File: src/rtl/col_loader_pkg.sv
package col_loader_pkg;
  typedef enum logic {LOAD_NARROW = 1'b0, LOAD_WIDE = 1'b1} load_mode_e;
  typedef enum logic {SHIFT_RIGHT = 1'b0, SHIFT_LEFT = 1'b1} shift_dir_e;
endpackage

File: src/rtl/col_token_seq.sv
module col_token_seq
  import col_loader_pkg::*;
#(
  parameter int NUM_COLS = 240,
  localparam int NUM_TRIPS = NUM_COLS / 3,
  localparam int PW = $clog2(NUM_COLS)
) (
  input  logic          clk_i,
  input  logic          rst_ni,
  input  logic          dir_i,
  input  logic          mode_i,
  input  logic          tok_l_i,
  input  logic          tok_r_i,
  output logic          wr_en_o,
  output logic [PW-1:0] pos_o,
  output logic          wide_o,
  output logic          dir_o,
  output logic          tok_l_o,
  output logic          tok_r_o
);
  logic          busy_q, tok_out_q;
  logic [PW-1:0] pos_q, last_pos;
  load_mode_e    mode_q;
  shift_dir_e    dir_q;
  logic          tok_in, at_last;

  assign tok_in   = (shift_dir_e'(dir_i) == SHIFT_LEFT) ? tok_r_i : tok_l_i;
  assign last_pos = (mode_q == LOAD_WIDE) ? PW'(NUM_TRIPS - 1) : PW'(NUM_COLS - 1);
  assign at_last  = (pos_q == last_pos);

  always_ff @(posedge clk_i or negedge rst_ni) begin
    if (!rst_ni) begin
      busy_q    <= 1'b0;
      pos_q     <= '0;
      mode_q    <= LOAD_NARROW;
      dir_q     <= SHIFT_RIGHT;
      tok_out_q <= 1'b0;
    end else begin
      tok_out_q <= busy_q && at_last;
      if (!busy_q) begin
        if (tok_in) begin
          // controls frozen for the whole load
          busy_q <= 1'b1;
          pos_q  <= '0;
          mode_q <= load_mode_e'(mode_i);
          dir_q  <= shift_dir_e'(dir_i);
        end
      end else if (at_last) begin
        busy_q <= 1'b0;
        pos_q  <= '0;
      end else begin
        pos_q <= pos_q + PW'(1);
      end
    end
  end

  assign wr_en_o = busy_q;
  assign pos_o   = pos_q;
  assign wide_o  = (mode_q == LOAD_WIDE);
  assign dir_o   = (dir_q == SHIFT_LEFT);
  assign tok_r_o = tok_out_q && (dir_q == SHIFT_RIGHT);
  assign tok_l_o = tok_out_q && (dir_q == SHIFT_LEFT);

  p_pos_in_range_r2: assert property (@(posedge clk_i) disable iff (!rst_ni)
    busy_q |-> (pos_q <= last_pos));
  p_exit_single_r5: assert property (@(posedge clk_i) disable iff (!rst_ni)
    tok_out_q |=> !tok_out_q);
  p_exit_idle_r6: assert property (@(posedge clk_i) disable iff (!rst_ni)
    tok_out_q |-> !busy_q);
  p_ctrl_frozen_r7: assert property (@(posedge clk_i) disable iff (!rst_ni)
    (busy_q && !at_last) |=> ($stable(mode_q) && $stable(dir_q)));
endmodule

File: src/rtl/col_shadow_bank.sv
module col_shadow_bank #(
  parameter int NUM_COLS = 240,
  parameter int DW = 6,
  localparam int NUM_TRIPS = NUM_COLS / 3,
  localparam int PW = $clog2(NUM_COLS)
) (
  input  logic                   clk_i,
  input  logic                   rst_ni,
  input  logic                   wr_en_i,
  input  logic [PW-1:0]          pos_i,
  input  logic                   wide_i,
  input  logic                   dir_i,
  input  logic [DW-1:0]          bus_a_i,
  input  logic [DW-1:0]          bus_b_i,
  input  logic [DW-1:0]          bus_c_i,
  output logic [NUM_COLS*DW-1:0] shadow_o
);
  logic [PW-1:0] col_sel, trip_sel;

  assign col_sel  = dir_i ? (PW'(NUM_COLS - 1) - pos_i) : pos_i;
  assign trip_sel = dir_i ? (PW'(NUM_TRIPS - 1) - pos_i) : pos_i;

  for (genvar c = 0; c < NUM_COLS; c++) begin : g_col
    localparam int TRIP = c / 3;
    localparam int LANE = c % 3;
    logic [DW-1:0] lane_d, wr_d, val_q;
    logic          hit;

    if (LANE == 0) begin : g_red
      assign lane_d = bus_a_i;
    end else if (LANE == 1) begin : g_grn
      assign lane_d = bus_b_i;
    end else begin : g_blu
      assign lane_d = bus_c_i;
    end

    assign hit  = wr_en_i && (wide_i ? (trip_sel == PW'(TRIP)) : (col_sel == PW'(c)));
    assign wr_d = wide_i ? lane_d : bus_c_i;

    always_ff @(posedge clk_i or negedge rst_ni) begin
      if (!rst_ni)  val_q <= '0;
      else if (hit) val_q <= wr_d;
    end

    assign shadow_o[c*DW +: DW] = val_q;
  end

  p_trip_in_range_r3: assert property (@(posedge clk_i) disable iff (!rst_ni)
    (wr_en_i && wide_i) |-> (trip_sel < PW'(NUM_TRIPS)));
  p_col_in_range_r4: assert property (@(posedge clk_i) disable iff (!rst_ni)
    (wr_en_i && !wide_i) |-> (col_sel < PW'(NUM_COLS)));
endmodule

File: src/rtl/col_active_bank.sv
module col_active_bank #(
  parameter int NUM_COLS = 240,
  parameter int DW = 6
) (
  input  logic                   clk_i,
  input  logic                   rst_ni,
  input  logic                   le_i,
  input  logic [NUM_COLS*DW-1:0] shadow_i,
  output logic [NUM_COLS*DW-1:0] active_o
);
  logic                   le_q;
  logic [NUM_COLS*DW-1:0] active_q;

  always_ff @(posedge clk_i or negedge rst_ni) begin
    if (!rst_ni) begin
      le_q     <= 1'b0;
      active_q <= '0;
    end else begin
      le_q <= le_i;
      if (le_i && !le_q) active_q <= shadow_i;
    end
  end

  assign active_o = active_q;

  p_active_hold_r8: assert property (@(posedge clk_i) disable iff (!rst_ni)
    !(le_i && !le_q) |=> $stable(active_q));
  p_active_take_r8: assert property (@(posedge clk_i) disable iff (!rst_ni)
    (le_i && !le_q) |=> (active_q == $past(shadow_i)));
endmodule

File: src/rtl/col_token_loader.sv
module col_token_loader
  import col_loader_pkg::*;
#(
  parameter int NUM_COLS = 240,
  parameter int DW = 6,
  localparam int PW = $clog2(NUM_COLS)
) (
  input  logic                   clk_i,
  input  logic                   rst_ni,
  input  logic                   dir_i,
  input  logic                   mode_i,
  input  logic                   tok_l_i,
  input  logic                   tok_r_i,
  output logic                   tok_l_o,
  output logic                   tok_r_o,
  input  logic [DW-1:0]          bus_a_i,
  input  logic [DW-1:0]          bus_b_i,
  input  logic [DW-1:0]          bus_c_i,
  input  logic                   le_i,
  output logic [NUM_COLS*DW-1:0] active_o
);
  logic                   wr_en, wide, dir_l;
  logic [PW-1:0]          pos;
  logic [NUM_COLS*DW-1:0] shadow;

  col_token_seq #(.NUM_COLS(NUM_COLS)) u_seq (
    .clk_i, .rst_ni, .dir_i, .mode_i, .tok_l_i, .tok_r_i,
    .wr_en_o(wr_en), .pos_o(pos), .wide_o(wide), .dir_o(dir_l),
    .tok_l_o, .tok_r_o
  );

  col_shadow_bank #(.NUM_COLS(NUM_COLS), .DW(DW)) u_shadow (
    .clk_i, .rst_ni, .wr_en_i(wr_en), .pos_i(pos), .wide_i(wide), .dir_i(dir_l),
    .bus_a_i, .bus_b_i, .bus_c_i, .shadow_o(shadow)
  );

  col_active_bank #(.NUM_COLS(NUM_COLS), .DW(DW)) u_active (
    .clk_i, .rst_ni, .le_i, .shadow_i(shadow), .active_o
  );

  p_exit_exclusive_r5: assert property (@(posedge clk_i) disable iff (!rst_ni)
    $onehot0({tok_l_o, tok_r_o}));
endmodule

File: config.mk
export PLATFORM = sky130hd
export DESIGN_NAME = col_token_loader
export DESIGN_NICKNAME = d
export VERILOG_FILES = /design/src/rtl/col_loader_pkg.sv /design/src/rtl/col_token_seq.sv /design/src/rtl/col_shadow_bank.sv /design/src/rtl/col_active_bank.sv /design/src/rtl/col_token_loader.sv
export SDC_FILE = /design/constraint.sdc
export NUM_CORES = 2
export LEC_CHECK = 0
export ABC_AREA = 1
export BUFFER_PORTS_ARGS = -buffer_cell sky130_fd_sc_hd__buf_2
export CORE_ASPECT_RATIO = 1.25
export CORE_MARGIN = 10
export CORE_UTILIZATION = 34
export CTS_BUF_LIST = sky130_fd_sc_hd__clkbuf_16
export DETAILED_ROUTE_END_ITERATION = 8
export GPL_ROUTABILITY_DRIVEN = 0
export GPL_TIMING_DRIVEN = 0
export PLACE_DENSITY = 0.54
export SLEW_MARGIN = 20
export SYNTH_ARGS = -nofsm -noshare
export SYNTH_HDL_FRONTEND = slang
export SYNTH_SLANG_ARGS = --single-unit
export TNS_END_PERCENT = 10
File: constraint.sdc
create_clock -name clk_i -period 3.75 [get_ports clk_i]
set_clock_uncertainty 0.15 [all_clocks]
set_input_delay 0.375 -clock clk_i [delete_from_list [all_inputs] [get_ports clk_i]]
set_output_delay 0.375 -clock clk_i [all_outputs]
set_load 0.005 [all_outputs]
==> flow_metrics.env <==
export IMPL_status="finished, violations left"
export IMPL_violations="hold timing"
export IMPL_die_w_um=549.5
export IMPL_hpwl_um=438000
export IMPL_yosysSeqAreaShare_pct=60.76
export IMPL_grt_max_degree=134
export IMPL_area_growth_pct=21.26
export IMPL_root_buffer="clkbuf_16"
export IMPL_r2r_end="u_shadow.g_col[45].val_q[2]$_DFFE_PN0P_"
export IMPL_ioPinCount=1467
export IMPL_synth_cell_types=34
export IMPL_cts_tree="done"
export IMPL_slew_viol_final=0
export IMPL_synth_avg_cell_area_um2=11.32
export IMPL_hold_path_class="in2async"
export IMPL_fin_crit_sh_pct=99.49
export IMPL_setup_viol=0
export IMPL_cts_buffer_depth=4
export IMPL_insertion_delay_ns=0.96
export IMPL_cp_max_fo=10
export IMPL_critical_path_class="reg2reg"
export IMPL_synth_edf_count=0
export IMPL_syn_cell_area_um2=119100
export IMPL_synth_simple_area_share_pct=22.20
export IMPL_r2r_slack_ns=0.02
export IMPL_gr_total_overflow=0
export IMPL_maxCapViolCount=0
export IMPL_arrival_ns=4.42
export IMPL_cp_start_kind="flop"
export IMPL_synthCells=10528
export IMPL_num_vias=94460
export IMPL_synth_nets=10556
export IMPL_synthMuxAreaShare_pct=13.61
export IMPL_r2r_start="u_seq.wide_o$_DFFE_PN0P_"
export IMPL_synth_flop_cell="dfrtp_1"
export IMPL_firstDrtPassIters=6
export IMPL_die_area_um2=374700
export IMPL_p_per_area_nw_per_um2=629.3
export IMPL_timing_hold_ws_ns=-0.006800
export IMPL_cp_end_kind="flop"
export IMPL_fmax_mhz=268.0
export IMPL_core_um2=349600
export IMPL_yosys_warnings=0
export IMPL_drtIter0Drc=9494
export IMPL_grt_use_total_pct=29.92
export IMPL_synth_xor_area_share_pct=0.02205
export IMPL_placed_area_um2=133800
export IMPL_wl_per_cell_um=33.70
export IMPL_worstMarginPinSlew_ns=1.266
export IMPL_ys_ff_latch=2893
export IMPL_pre_cts_slack_ns=-1.633
export IMPL_synth_compound_area_share_pct=0.07666
export IMPL_setup_ws_ns=0.01896
export IMPL_fill_cells=34143
export IMPL_grt_pass1_wl_um=785500
export IMPL_reg2reg_depth=9
export IMPL_rows=243
export IMPL_ant_nets=0
export IMPL_hold_viol=3
export IMPL_seqCellArea_um2=72390
export IMPL_drt_wl_total_um=583600
export IMPL_drive_gt1_share_pct=32.59
export IMPL_clock_sinks=2893
export IMPL_synth_fa_ha_area_share_pct=0.03150
export IMPL_h_tree_depth=5
export IMPL_rsz0062_at_grt="true"
export IMPL_via_per_inst=5.455
export IMPL_synth_top_family_by_area="simple AND/OR/NAND/NOR gates"
export IMPL_antenna_found_initial=47
export IMPL_start_util_pct=34.08
export IMPL_ir_worst_vdd_mv=0.3971
export IMPL_cts_buffers=308
export IMPL_clkTransAtPathRegs_ns=0.07
export IMPL_io_buffers=1460
export IMPL_multi_input_area_um2=42890
export IMPL_grt_pass1_vias=92149
export IMPL_required_ns=4.44
export IMPL_nNetsFinal=12416
export IMPL_async_flop_share_pct=100.0
export IMPL_p_leak_uw=0.06400
export IMPL_finalCriticalPeriod_ns=3.731
export IMPL_final_cell_area_um2=144500
export IMPL_slew_headroom_pct=15.63
export IMPL_drc=0
export IMPL_fp_dieH_um=681.8
==> cell families after synthesis <==
group                    Yosys count
adder cells (fa/ha/maj)            3
multiplexers                    1440
XOR/XNOR                           3
flip-flops                      2893
buffers and inverters            831
AND/OR/NAND/NOR                 5342
AO/OA/AOI/OAI                     16
==> sequential cells by signal, indices dropped and copies added (netlist names) <==
register              flops
u_active.active_o      1440
u_shadow.g_col.val_q   1440
u_seq.pos_o               8
u_active.le_q             1
u_seq.dir_o               1
u_seq.tok_out_q           1
u_seq.wide_o              1
u_seq.wr_en_o             1
==> Yosys cell counts, drive strengths merged (3+ instances only) <==
cell	count	area [µm²]
buf	375	2215
nand4	1634	10220
clkbuf	435	1633
nor2	32	224.0
nand3	377	3448
a21oi	4	20.02
mux2	1440	16220
nand2	3295	12530
clkinv	3	12.51
o21ai	9	52.55
o22ai	3	18.77
xor2	3	26.28
inv	18	75.08
dfrtp	2893	72390
ha	3	37.54
==> repair_timing <==
action                                  4_1_cts  5_1_grt
cloned                                        3        1
pin swaps                                     2        0
endpoints found under the setup margin      802      479
hold endpoints to repair                    558        0
gates resized for setup                      33       11
hold buffers                                 20        0
buffers inserted                             10        0
==> routing by layer <==
metal  global-route usage [%]  routed length, µm  up-vias
met3                    8.869              51960     1120
met5                   0.3554                253        -
li1                         -                  -    40473
met2                    48.57             273300     4532
met4                    16.96              39550       12
met1                    35.38             218500    48323
==> worst max path at each step <==
stage / cells after the start / startpoint / to / slack [ns]
6_report: 9 / u_seq.wide_o$_DFFE_PN0P_ / u_shadow.g_col[45].val_q[2]$_DFFE_PN0P_ / 0.02
4_1_cts: 13 / u_seq.pos_o[4]$_DFFE_PN0P_ / u_shadow.g_col[68].val_q[0]$_DFFE_PN0P_ / -0.02
3_5_place_dp: 9 / rst_ni / u_active.active_o[1115]$_DFFE_PN0P_ / -1.63
5_1_grt: 9 / u_seq.wide_o$_DFFE_PN0P_ / u_shadow.g_col[45].val_q[2]$_DFFE_PN0P_ / -0.05
3_3_place_gp: 1 / rst_ni / u_shadow.g_col[190].val_q[0]$_DFFE_PN0P_ / -66.70
2_1_floorplan: 12 / u_seq.pos_o[4]$_DFFE_PN0P_ / u_shadow.g_col[36].val_q[0]$_DFFE_PN0P_ / 1.38
==> layout make-up <==
class	instances	area share (%)
Inverter	21	0.06062
Clock inverter	242	1.417
Sequential cell	2893	50.11
Clock buffer	313	5.421
Timing Repair Buffer	1550	6.471
Antenna cell	28	0.04850
Multi-Input combinational cell	6804	29.69
Buffer	810	2.755
Tap cell	4655	4.031
==> power breakdown <==
part | internal, µW | switching, µW
logic | 7210 | 8980
clock network | 17000 | 13900
registers | 38200 | 5770
==> critical path: stages (launching register included) <==
cell and delay, ns:
dfrtp_1 0.63, clkbuf_2 0.34, buf_16 0.21, buf_2 0.28, nand2_1 0.10, nand2_2 0.36
buf_12 0.22, clkbuf_1 0.95, nand4_1 0.21, nand2_1 0.12
==> layout by cell type (no fill, tap or decap), drive strengths merged, types with 32 or more instances in the layout <==
cell and n:
inv 80, buf 1911, nand4 1634, mux2 1440, nand3 377, clkinv 145
dfrtp 2893, nor2 32, clkbuf 751, nand2 3295
==> per-stage QoR <==
stage	util, %	instances	total power, µW	TNS [ns]	hold slack (ns)
floorplan	-	10528	48420	0	-0.07059
global placement	37.83	16643	60250	-	0.3005
detailed placement	38.26	16698	60580	-654.12	0.2574
CTS	41.28	17286	91450	-0.1714	0.09253
global route	41.31	17299	94500	-0.2136	0.02914
finish	41.32	17316	90920	0	-0.006800
Power figures use the tool's default switching activity.
